## src/rtl/prog_link_pkg.sv

```systemverilog
package prog_link_pkg;

    localparam int CMD_W   = 6;
    localparam int WORD_W  = 14;
    localparam int FRAME_W = 16;
    localparam int STEP_W  = 4;

    typedef enum logic [2:0] {
        RK_CMD        = 3'd0,
        RK_WRITE      = 3'd1,
        RK_READ       = 3'd2,
        RK_ERASE_MAIN = 3'd3,
        RK_ERASE_PROT = 3'd4
    } req_kind_e;

    typedef enum logic [3:0] {
        ST_BOOT, ST_PRE, ST_POST, ST_IDLE, ST_LAUNCH,
        ST_CMD, ST_GAP, ST_DATA, ST_WAIT, ST_DONE
    } seq_state_e;

    localparam logic [CMD_W-1:0] OP_LOAD_CFG = 6'b000000;
    localparam logic [CMD_W-1:0] OP_LOAD_PGM = 6'b000010;
    localparam logic [CMD_W-1:0] OP_INC_ADDR = 6'b000110;
    localparam logic [CMD_W-1:0] OP_SETUP1   = 6'b000001;
    localparam logic [CMD_W-1:0] OP_SETUP2   = 6'b000111;
    localparam logic [CMD_W-1:0] OP_BEGIN    = 6'b001000;

    typedef struct packed {
        logic [CMD_W-1:0]  op;
        logic              has_word;
        logic              is_read;
        logic [WORD_W-1:0] word;
    } step_t;

    function automatic int max_of(input int a, input int b);
        return (a > b) ? a : b;
    endfunction

    // programming start commands share low nibble 1000
    function automatic logic is_prog_op(input logic [CMD_W-1:0] op);
        return op[3:0] == 4'b1000;
    endfunction

    function automatic logic [FRAME_W-1:0] frame_bits(input logic [WORD_W-1:0] w);
        return {1'b0, w, 1'b0};
    endfunction

    function automatic logic [STEP_W-1:0] erase_last(input logic prot);
        return prot ? 4'd12 : 4'd5;
    endfunction

    // step idx of an erase recipe; the protected one has 7 extra address steps
    function automatic step_t erase_step(input logic prot, input logic [STEP_W-1:0] idx);
        step_t s;
        logic [STEP_W-1:0] k;
        s.op       = OP_SETUP1;
        s.has_word = 1'b0;
        s.is_read  = 1'b0;
        s.word     = '1;
        k = prot ? (idx - 4'd7) : idx;
        if (idx == 4'd0) begin
            s.op       = prot ? OP_LOAD_CFG : OP_LOAD_PGM;
            s.has_word = 1'b1;
        end else if (prot && idx <= 4'd7) begin
            s.op = OP_INC_ADDR;
        end else begin
            case (k)
                4'd1:    s.op = OP_SETUP1;
                4'd2:    s.op = OP_SETUP2;
                4'd3:    s.op = OP_BEGIN;
                4'd4:    s.op = OP_SETUP1;
                default: s.op = OP_SETUP2;
            endcase
        end
        return s;
    endfunction

endpackage

```

## src/rtl/prog_link_timer.sv

```systemverilog
module prog_link_timer #(
    parameter int TW = 8
) (
    input  logic          clk,
    input  logic          rst,
    input  logic          load,
    input  logic [TW-1:0] load_val,
    output logic          expired
);
    logic [TW-1:0] cnt;

    always_ff @(posedge clk) begin
        if (rst)
            cnt <= '0;
        else if (load)
            cnt <= load_val;
        else if (cnt != '0)
            cnt <= cnt - 1'b1;
    end

    assign expired = (cnt == '0);
endmodule

```

## src/rtl/prog_link_shifter.sv

```systemverilog
module prog_link_shifter
    import prog_link_pkg::*;
#(
    parameter int HALF_CYC = 5
) (
    input  logic               clk,
    input  logic               rst,
    input  logic               start,
    input  logic               rd_mode,
    input  logic [4:0]         nbits,
    input  logic [FRAME_W-1:0] tx,
    input  logic               dat_i,
    output logic               pclk,
    output logic               pdat,
    output logic               poe,
    output logic               fin,
    output logic [WORD_W-1:0]  rx
);
    localparam int HW = $clog2(HALF_CYC) + 1;
    localparam logic [HW-1:0] HLOAD = HW'(HALF_CYC - 1);

    logic               active;
    logic               hi_ph;
    logic [HW-1:0]      hcnt;
    logic [4:0]         idx;
    logic [4:0]         nbits_q;
    logic [FRAME_W-1:0] sh;
    logic               rdm;
    logic               ph_end;
    logic [3:0]         rpos;
    logic [3:0]         npos;

    assign ph_end = (hcnt == '0);
    assign rpos   = idx[3:0] - 4'd1;
    assign npos   = idx[3:0] + 4'd1;
    assign fin    = active && !hi_ph && ph_end && (idx == nbits_q - 5'd1);

    always_ff @(posedge clk) begin
        if (rst) begin
            active  <= 1'b0;
            hi_ph   <= 1'b0;
            hcnt    <= '0;
            idx     <= '0;
            nbits_q <= '0;
            sh      <= '0;
            rdm     <= 1'b0;
            pclk    <= 1'b0;
            pdat    <= 1'b0;
            poe     <= 1'b1;
            rx      <= '0;
        end else if (start && !active) begin
            active  <= 1'b1;
            hi_ph   <= 1'b1;
            hcnt    <= HLOAD;
            idx     <= '0;
            nbits_q <= nbits;
            sh      <= tx;
            rdm     <= rd_mode;
            pclk    <= 1'b1;
            pdat    <= rd_mode ? 1'b0 : tx[0];
            poe     <= !rd_mode;
        end else if (active) begin
            if (!ph_end) begin
                hcnt <= hcnt - 1'b1;
            end else if (hi_ph) begin
                // end of high phase: sample returned bit, then drop the clock
                if (rdm && idx >= 5'd1 && idx <= 5'd14)
                    rx[rpos] <= dat_i;
                pclk  <= 1'b0;
                hi_ph <= 1'b0;
                hcnt  <= HLOAD;
            end else if (fin) begin
                active <= 1'b0;
                pdat   <= 1'b0;
                poe    <= 1'b1;
            end else begin
                idx   <= idx + 5'd1;
                hi_ph <= 1'b1;
                pclk  <= 1'b1;
                hcnt  <= HLOAD;
                pdat  <= rdm ? 1'b0 : sh[npos];
            end
        end
    end
endmodule

```

## src/rtl/prog_link_seq.sv

```systemverilog
module prog_link_seq
    import prog_link_pkg::*;
#(
    parameter int GAP_CYC   = 50,
    parameter int PROG_CYC  = 100000,
    parameter int ERASE_CYC = 400000,
    parameter int PRE_CYC   = 5,
    parameter int POST_CYC  = 250,
    parameter int TW        = 19
) (
    input  logic               clk,
    input  logic               rst,
    input  logic               req_valid,
    input  logic [2:0]         req_kind,
    input  logic [CMD_W-1:0]   req_cmd,
    input  logic [WORD_W-1:0]  req_word,
    output logic               req_ready,
    output logic               done,
    output logic               mode_en,
    output logic               sh_start,
    output logic               sh_rd,
    output logic [4:0]         sh_nbits,
    output logic [FRAME_W-1:0] sh_tx,
    input  logic               sh_fin,
    output logic               tm_load,
    output logic [TW-1:0]      tm_val,
    input  logic               tm_exp
);
    localparam logic [TW-1:0] GAP_V   = TW'(GAP_CYC);
    localparam logic [TW-1:0] PROG_V  = TW'(PROG_CYC);
    localparam logic [TW-1:0] ERASE_V = TW'(ERASE_CYC);
    localparam logic [TW-1:0] PRE_V   = TW'(PRE_CYC);
    localparam logic [TW-1:0] POST_V  = TW'(POST_CYC);

    seq_state_e        state;
    step_t             cur;
    logic              in_macro;
    logic              prot;
    logic [STEP_W-1:0] idx;
    logic [TW-1:0]     wait_v;
    req_kind_e         kind;
    logic              kind_prot;

    assign kind      = req_kind_e'(req_kind);
    assign kind_prot = (kind == RK_ERASE_PROT);
    assign wait_v    = is_prog_op(cur.op) ? (in_macro ? ERASE_V : PROG_V) : GAP_V;

    assign req_ready = (state == ST_IDLE);
    assign done      = (state == ST_DONE);
    assign sh_start  = (state == ST_LAUNCH) || (state == ST_GAP && tm_exp);
    assign sh_rd     = (state == ST_GAP) && cur.is_read;
    assign sh_nbits  = (state == ST_GAP) ? 5'd16 : 5'd6;
    assign sh_tx     = (state == ST_GAP) ? frame_bits(cur.word)
                                         : {{(FRAME_W-CMD_W){1'b0}}, cur.op};

    always_comb begin
        tm_load = 1'b0;
        tm_val  = GAP_V;
        case (state)
            ST_BOOT: begin tm_load = 1'b1; tm_val = PRE_V; end
            ST_PRE:  if (tm_exp) begin tm_load = 1'b1; tm_val = POST_V; end
            ST_CMD:  if (sh_fin) begin
                         tm_load = 1'b1;
                         tm_val  = cur.has_word ? GAP_V : wait_v;
                     end
            ST_DATA: if (sh_fin) begin tm_load = 1'b1; tm_val = wait_v; end
            default: ;
        endcase
    end

    always_ff @(posedge clk) begin
        if (rst) begin
            state    <= ST_BOOT;
            mode_en  <= 1'b0;
            cur      <= '0;
            in_macro <= 1'b0;
            prot     <= 1'b0;
            idx      <= '0;
        end else begin
            case (state)
                ST_BOOT:   state <= ST_PRE;
                ST_PRE:    if (tm_exp) begin
                               mode_en <= 1'b1;
                               state   <= ST_POST;
                           end
                ST_POST:   if (tm_exp) state <= ST_IDLE;
                ST_IDLE:   if (req_valid) begin
                               if (kind == RK_ERASE_MAIN || kind_prot) begin
                                   in_macro <= 1'b1;
                                   prot     <= kind_prot;
                                   idx      <= '0;
                                   cur      <= erase_step(kind_prot, '0);
                               end else begin
                                   in_macro     <= 1'b0;
                                   cur.op       <= req_cmd;
                                   cur.has_word <= (kind == RK_WRITE) || (kind == RK_READ);
                                   cur.is_read  <= (kind == RK_READ);
                                   cur.word     <= req_word;
                               end
                               state <= ST_LAUNCH;
                           end
                ST_LAUNCH: state <= ST_CMD;
                ST_CMD:    if (sh_fin) state <= cur.has_word ? ST_GAP : ST_WAIT;
                ST_GAP:    if (tm_exp) state <= ST_DATA;
                ST_DATA:   if (sh_fin) state <= ST_WAIT;
                ST_WAIT:   if (tm_exp) begin
                               if (in_macro && idx != erase_last(prot)) begin
                                   idx   <= idx + 4'd1;
                                   cur   <= erase_step(prot, idx + 4'd1);
                                   state <= ST_LAUNCH;
                               end else begin
                                   state <= ST_DONE;
                               end
                           end
                ST_DONE:   state <= ST_IDLE;
                default:   state <= ST_BOOT;
            endcase
        end
    end
endmodule

```

## src/rtl/prog_link_host.sv

```systemverilog
module prog_link_host
    import prog_link_pkg::*;
#(
    parameter int HALF_CYC       = 5,
    parameter int GAP_CYC        = 50,
    parameter int PROG_CYC       = 100000,
    parameter int ERASE_CYC      = 400000,
    parameter int ENTRY_PRE_CYC  = 5,
    parameter int ENTRY_POST_CYC = 250
) (
    input  logic        clk,
    input  logic        rst,
    input  logic        req_valid,
    output logic        req_ready,
    input  logic [2:0]  req_kind,
    input  logic [5:0]  req_cmd,
    input  logic [13:0] req_word,
    output logic        done,
    output logic [13:0] rd_word,
    output logic        mode_en,
    output logic        pgm_clk,
    output logic        pgm_dat_o,
    output logic        pgm_dat_oe,
    input  logic        pgm_dat_i
);
    localparam int MAXC = max_of(max_of(max_of(GAP_CYC, PROG_CYC), max_of(ERASE_CYC, ENTRY_PRE_CYC)),
                                 ENTRY_POST_CYC);
    localparam int TW   = $clog2(MAXC + 1) + 1;

    logic               sh_start;
    logic               sh_rd;
    logic [4:0]         sh_nbits;
    logic [FRAME_W-1:0] sh_tx;
    logic               sh_fin;
    logic               tm_load;
    logic [TW-1:0]      tm_val;
    logic               tm_exp;

    prog_link_seq #(
        .GAP_CYC(GAP_CYC), .PROG_CYC(PROG_CYC), .ERASE_CYC(ERASE_CYC),
        .PRE_CYC(ENTRY_PRE_CYC), .POST_CYC(ENTRY_POST_CYC), .TW(TW)
    ) u_seq (
        .clk(clk), .rst(rst),
        .req_valid(req_valid), .req_kind(req_kind), .req_cmd(req_cmd), .req_word(req_word),
        .req_ready(req_ready), .done(done), .mode_en(mode_en),
        .sh_start(sh_start), .sh_rd(sh_rd), .sh_nbits(sh_nbits), .sh_tx(sh_tx),
        .sh_fin(sh_fin), .tm_load(tm_load), .tm_val(tm_val), .tm_exp(tm_exp)
    );

    prog_link_shifter #(.HALF_CYC(HALF_CYC)) u_shift (
        .clk(clk), .rst(rst), .start(sh_start), .rd_mode(sh_rd), .nbits(sh_nbits),
        .tx(sh_tx), .dat_i(pgm_dat_i), .pclk(pgm_clk), .pdat(pgm_dat_o),
        .poe(pgm_dat_oe), .fin(sh_fin), .rx(rd_word)
    );

    prog_link_timer #(.TW(TW)) u_tmr (
        .clk(clk), .rst(rst), .load(tm_load), .load_val(tm_val), .expired(tm_exp)
    );
endmodule

```

## config.mk

```make
export PLATFORM = sky130hd
export DESIGN_NAME = prog_link_host
export DESIGN_NICKNAME = d
export VERILOG_FILES = /design/src/rtl/prog_link_pkg.sv /design/src/rtl/prog_link_timer.sv /design/src/rtl/prog_link_shifter.sv /design/src/rtl/prog_link_seq.sv /design/src/rtl/prog_link_host.sv
export SDC_FILE = /design/constraint.sdc
export NUM_CORES = 1
export LEC_CHECK = 0
export BUFFER_PORTS_ARGS = -buffer_cell sky130_fd_sc_hd__buf_2
export CORE_ASPECT_RATIO = 1.1
export CORE_MARGIN = 4
export CORE_UTILIZATION = 54
export CTS_CLUSTER_SIZE = 14
export DETAILED_ROUTE_END_ITERATION = 12
export PLACE_DENSITY = 0.76
export RECOVER_POWER = 100
export SLEW_MARGIN = 10
export SYNTH_ARGS = -nofsm -noshare
export SYNTH_HDL_FRONTEND = slang
export SYNTH_SLANG_ARGS = --single-unit
```

## constraint.sdc

```tcl
create_clock -name clk -period 2.35 [get_ports clk]
set_input_delay 0.47 -clock clk [delete_from_list [all_inputs] [get_ports clk]]
set_output_delay 0.47 -clock clk [all_outputs]
set_load 0.01 [all_outputs]
```

# After elaboration in Yosys (flattened, before gate mapping)
# Index checks and enable logic that the tools add are counted.
totals:
  regBits: 103
  in_bits: 27
  output_inout_bits: 20
  word_cells: 194
op_classes:
  add_sub_neg: 8
  n_lt_le_gt_ge: 6
  n_eq_ne: 32
  muxes: 79
  n_bitwise: 3
  n_reduce_logical: 44
ops:
  columns: ["op", "n"]
  rows:
  - ["two-way mux 20 bit", 6]
  - ["two-way mux 22 bit", 4]
  - ["case mux 20 bit (4 select lines)", 1]
  - ["two-way mux 4 bit", 18]
  - ["case mux 22 bit (2 select lines)", 1]
  - ["case mux 4 bit (10 select lines)", 1]
  - ["two-way mux 1 bit", 32]
  - ["equality test 4 x 3 -> 1 bit, second input constant", 5]
  - ["zero test 20 bit", 1]
  - ["nonzero test 20 bit", 1]
  - ["subtractor 20 x 1 -> 20 bit, second input constant", 1]
  - ["two-way mux 19 bit", 1]
  - ["case mux 4 bit (2 select lines)", 2]
  - ["two-way mux 15 bit", 1]
  - ["bitwise mux 14 bit", 1]
  - ["equality test 4 x 2 -> 1 bit, second input constant", 3]
  - ["equality test 4 bit, second input constant", 3]
  - ["zero test 4 bit", 3]
  - ["two-way mux 6 bit", 2]
  - ["inequality test 2 x 1 -> 1 bit, second input constant", 6]
  - ["AND reduction 4 bit", 3]
  - ["logical AND 1 bit", 11]
  - ["< comparator 4 x 5 -> 1 bit, second input constant", 2]
  - ["AND reduction 2 bit", 5]
  - ["34 further kinds", 58]

# Longest topological paths before layout
depth:
  ltp_word: 11
  mapped_depth: 10
  mapped_depth_nobuf: 8

# Modules after synthesis
# Synthesis repeated with hierarchy kept, for this count alone.
unflattened:
  cells_unflattened: 712
  hier_area_um2: 5889.4
by_module_without_submodules:
  columns: ["module", "instances", "cells_each", "area_per_inst_um2", "seq_area_each_um2"]
  rows:
  - ["prog_link_shifter", 1, 288, 2512.4, 1001.0]
  - ["prog_link_seq", 1, 302, 2296.0, 660.6]
  - ["prog_link_timer", 1, 122, 1081.0, 400.4]

# Least setup slack after synthesis
# Ideal clock, no wire load.
synth_path:
  kind: "reg-to-reg"
  start: "reg u_shift.idx[0]"
  end: "reg u_shift.rx[10]"
  setup_ns: 0.128
  t_arrival_ns: 2.262
  required_ns: 2.222
  setup_slack_ns: -0.040
  path_stages_with_launch: 9
  path_buffers: 0
  period_less_slack_ns: 2.390
  cell_sequence: "dfxtp_1 -> inv_1 -> ha_1 -> and4b_1 -> or4_1 -> or3b_1 -> nor2_1 -> mux2i_1 -> nor2_1"
synth_between:
  elab_chain_len: 6
  word_cells_on_any_way: 12
  classes_between: "1 x add/sub; 4 x order compare; 3 x mux; 4 x reduce/logical"
synth_rtl:
  columns: ["element", "line", "text"]
  rows:
  - ["from (decl)", "prog_link_shifter.sv:25", "logic [4:0] idx;"]
  - ["from (signal assigned)", "prog_link_shifter.sv:77", "idx <= idx + 5'd1;"]
  - ["subtractor 4 x 1 -> 4 bit", "prog_link_shifter.sv:34", "assign rpos = idx[3:0] - 4'd1;"]
  - ["< comparator 4 x 5 -> 1 bit (not written as such) or greater-or-equal comparator 4 x 1 -> 1 bit (tied branches)", "prog_link_shifter.sv:68", "rx[rpos] <= dat_i;"]
  - ["logical AND 1 bit (not written as such)", "prog_link_shifter.sv:68", null]
  - ["two-way mux 1 bit (not written as such)", "prog_link_shifter.sv:68", null]
  - ["demux 1 bit (select 4 bit)", null, null]
  - ["bitwise mux 14 bit", "prog_link_shifter.sv:68", null]
  - ["to (signal, indexed assignment)", "prog_link_shifter.sv:68", null]
  - ["to (decl)", "prog_link_shifter.sv:17", "output logic [WORD_W-1:0] rx"]
# Several ways; a longest one is shown, not always the timed one.
# A chain may end at the register's enable or synchronous reset.

# Final worst setup path
layout_path:
  start: "reg u_tmr.cnt[0]"
  end: "reg u_tmr.cnt[19]"
layout_between:
  elab_chain_len: 4
  word_cells_on_any_way: 8
  classes_between: "1 x add/sub; 4 x mux; 3 x reduce/logical"
layout_rtl:
  columns: ["element", "line", "text"]
  rows:
  - ["from (decl)", "prog_link_timer.sv:10", "logic [TW-1:0] cnt;"]
  - ["from (signal assigned)", "prog_link_timer.sv:16", "cnt <= load_val;"]
  - ["from (signal assigned)", "prog_link_timer.sv:18", "cnt <= cnt - 1'b1;"]
  - ["branches (longest 4 deep; another with subtractor 20 x 1 -> 20 bit)", null, null]
# Several ways; the timed one is not identified. The select of a mux whose other input is x is not followed.

==> impl_metrics.csv <==
group,metric,value,unit
status,status,"finished clean",
logic_synthesis,syn_avg_cell_area,8.256,um^2
routing,vias_per_cell,5.905,
layout,fin_cells,804,
logic_synthesis,yosysMostFrequentCell,"dfxtp_1",
cts,cts_hold_buf,0,
sta,skew,0.01444,ns
setup_path,cp_cell_sequence,"or4_1 -> or4_4 -> or4_4 -> or3_1 -> a21oi_1",
routing,routed_wl,12390,um
logic_synthesis,synthTopCellsByCount,"99 x dfxtp_1, 92 x nor2_1, 45 x nor3_1",
pwr,power_frac_clock,16.9,%
sta,maxSlewViolCount,0,
setup_path,crit_slowest_cell,"or4_1",
placement,gp_congestion,0.9170,
logic_synthesis,async_reset_ff_share,0,%
cts,clock-sinks,99,
logic_synthesis,synth.area.top_cells,"dfxtp_1 39%, nor2_1 6.8%, mux2i_1 4.5%, nor3_1 4.4%, a21oi_1 3.9%",
pwr,p_sw,2564,uW
sta,tightest_slew,0.5910,ns
routing,drtPass1Iterations,4,
die,rows,36,
layout,nets,722,
setup_path,critPathCaptureType,"register",
routing,dr.first_iter.drc_count,345,
setup_path,arrival,2.63,ns
pwr,intPower,3847,uW
pwr,power_frac_comb,49.2,%
sta,fmax,0.4315,GHz
setup_path,crit_fanout,3,
die,die_h,109.5,um
die,fp.dieW,100.3,um
global_routing,grt_pass1_vias,4450,
global_routing,antenna_found_initial,0,
logic_synthesis,ys_warn_count,0,
pwr,netSwitchingFraction,39.99,%
placement,io_buffers,46,
cts,cts_tree,"done",
min_path,min_path_cells,3,
cts,clk_path_buf_depth,2,
flow_run,drv_cap,0,
logic_synthesis,syn-cell-area,5061,um^2
logic_synthesis,yosysUniqueCellTypes,63,
pwr,p_per_area,1078,nW/um^2
sta,finalSetupViolations,0,
cts,cts_buffers,9,
setup_path,cp.required,2.66,ns
die,die_area,10990,um^2
routing,vias,4748,
sta,hold_ws,0.3326,ns
global_routing,grt_pass1_wl,20800,um
logic_synthesis,syn_nets,650,
logic_synthesis,synth_top_area_share,39.16,%
sta,relSlewSlack,60.31,%
setup_path,max_stage_delay,0.56,ns
setup_path,cpMostUsedCell,"or4_4",
cts,root_buffer,"clkbuf_8",
global_routing,grt_max_degree,29,
layout,drive_gt1_share,19.42,%
logic_synthesis,ys_seq_elements,99,
layout,diodes,0,
layout,final_area,5949,um^2
die,initial_core_util,56.18,%
layout,final_util,66.04,%
logic_synthesis,synth_edf_count,0,
die,ioPinCount,47,
logic_synthesis,synthFlopType,"dfxtp_1",
layout,area_growth,17.55,%
placement,dp.cells,783,
logic_synthesis,syn_inst,613,
layout,fill_cells,762,
pwr,leakage,0.002325,uW
global_routing,overflow,0,
routing,drt.antenna.violating_nets,0,
routing,drc_errors,0,
cts,clk_pin_slew_worst_paths,0.10,ns
logic_synthesis,yosysSeqAreaShare,39.16,%
sta,min_period_over_period,98.63,%
routing,wl_per_cell,15.42,um
pwr,p_seq_share,33.9,%
logic_synthesis,synth_top_cell_by_area,"dfxtp_1",
sta,finalHoldViolCount,0,
setup_path,worst_setup_path_start_kind,"register",
pwr,peakVddDrop,644.0,uV
setup_path,worstRegToRegCells,5,
setup_path,criticalPathCategory,"reg -> reg",
cts,clock_latency,0.38,ns
global_routing,grt_use_total,23.20,%
pwr,power,6411,uW
placement,place_area,5665,um^2
sta,min_period,2.318,ns
die,coreArea,9009,um^2
placement,dp_hpwl,8955,um
cts,htree_levels,3,
min_path,hold_class,"in -> reg",
stage by stage:
step	worst slack (ns)	setup TNS, ns
2_1_floorplan	0.03486	0
3_3_place_gp	0.03120	0
3_5_place_dp	-0.01822	-0.01822
4_1_cts	0.002437	0
5_1_grt	-0.03223	-0.03304
6_report	0.03229	0
routing by layer:
layer	global-route usage, %	wire length [um]	vias to the layer above
li1	-	-	2359
met1	31.04	5606	2232
met2	37.97	5909	136
met3	4.949	668	21
met4	6.545	209	0
met5	0	0	-
sequential cells by signal, indices dropped and copies added, names as in the netlist:
signal           flops
u_seq.cur           22
u_tmr.cnt           20
u_shift.sh          15
u_shift.rx          14
u_shift.idx          5
u_seq.idx            4
u_seq.state          4
u_shift.hcnt         4
u_shift.nbits_q      2
u_seq.in_macro       1
u_seq.mode_en        1
u_seq.prot           1
u_shift.active       1
u_shift.hi_ph        1
u_shift.pclk         1
u_shift.pdat         1
u_shift.poe          1
u_shift.rdm          1
worst max-delay path: cells and delay by family, from the launching register on:
family / cells / cell delay (ns)
compound gates: 1 / 0.12
flops: 1 / 0.33
simple gates: 4 / 1.80
worst paths after layout:
| kind | from | end | slack [ns] |
|---|---|---|---|
| worst min-delay path | req_cmd[2] | u_seq.cur[18] | 0.33 |
| worst max register to register | u_tmr.cnt[0] | u_tmr.cnt[19] | 0.03 |
| worst max-delay path | u_tmr.cnt[0] | u_tmr.cnt[19] | 0.03 |
| worst min register to register | u_shift.sh[4] | u_shift.sh[4] | 0.45 |
cell families (layout without fill, tap and decap cells):
group                      count (synthesis)  count (layout)  share of synthesized area (%)
AOI/OAI and AO/OA                        126             126                          16.46
xor gates and xnor gates                  26              26                          4.796
adders and majority gates                 10              10                          2.472
buffers and inverters                     48             125                          3.634
DFF                                       99              99                          39.16
muxes                                     27              27                          6.106
and+or+nand+nor                          277             277                          27.37
power groups by stage:
stage | clock network, uW | logic, uW | registers, uW
floorplan | 0 | 1880 | 2130
global placement | 0 | 2770 | 2160
detailed placement | 0 | 2830 | 2170
CTS | 1110 | 2910 | 2140
global route | 1190 | 3420 | 2200
finish | 1080 | 3160 | 2170
layout make-up:
cell class	instances	area [um^2]	area share [%]
multi-input combinational	466	2965	49.84
sequential	99	1992	33.48
timing repair buffer	97	610.6	10.26
clock buffer	11	151.4	2.545
tap	114	142.6	2.397
inverter	12	45.04	0.7571
clock inverter	5	42.54	0.7150
what timing repair did:
action / CTS / global route
cloned: 0 / 0
resized for setup: 5 / 21
buffers inserted: 0 / 5
pin swaps: 1 / 9
setup endpoints to repair: 1 / 56
placed cells by master (no fill, tap or decap), types with 7 or more instances in the layout:
| cell type | synthesis | final |
|---|---|---|
| a211oi_1 | 10 | 10 |
| a21oi_1 | 39 | 39 |
| a22o_1 | 10 | 10 |
| buf_2 | 3 | 27 |
| buf_4 | 0 | 47 |
| clkbuf_1 | 32 | 20 |
| clkbuf_8 | 0 | 11 |
| dfxtp_1 | 99 | 93 |
| ha_1 | 10 | 10 |
| inv_1 | 12 | 10 |
| mux2i_1 | 23 | 23 |
| nand2_1 | 44 | 44 |
| nand3_1 | 23 | 23 |
| nand4_1 | 8 | 8 |
| nor2_1 | 92 | 89 |
| nor3_1 | 45 | 45 |
| o21ai_0 | 25 | 25 |
| or3_1 | 7 | 7 |
| or4_4 | 2 | 7 |
| xnor2_1 | 13 | 13 |
| xor2_1 | 12 | 12 |
(Power assumes the default switching activity.)
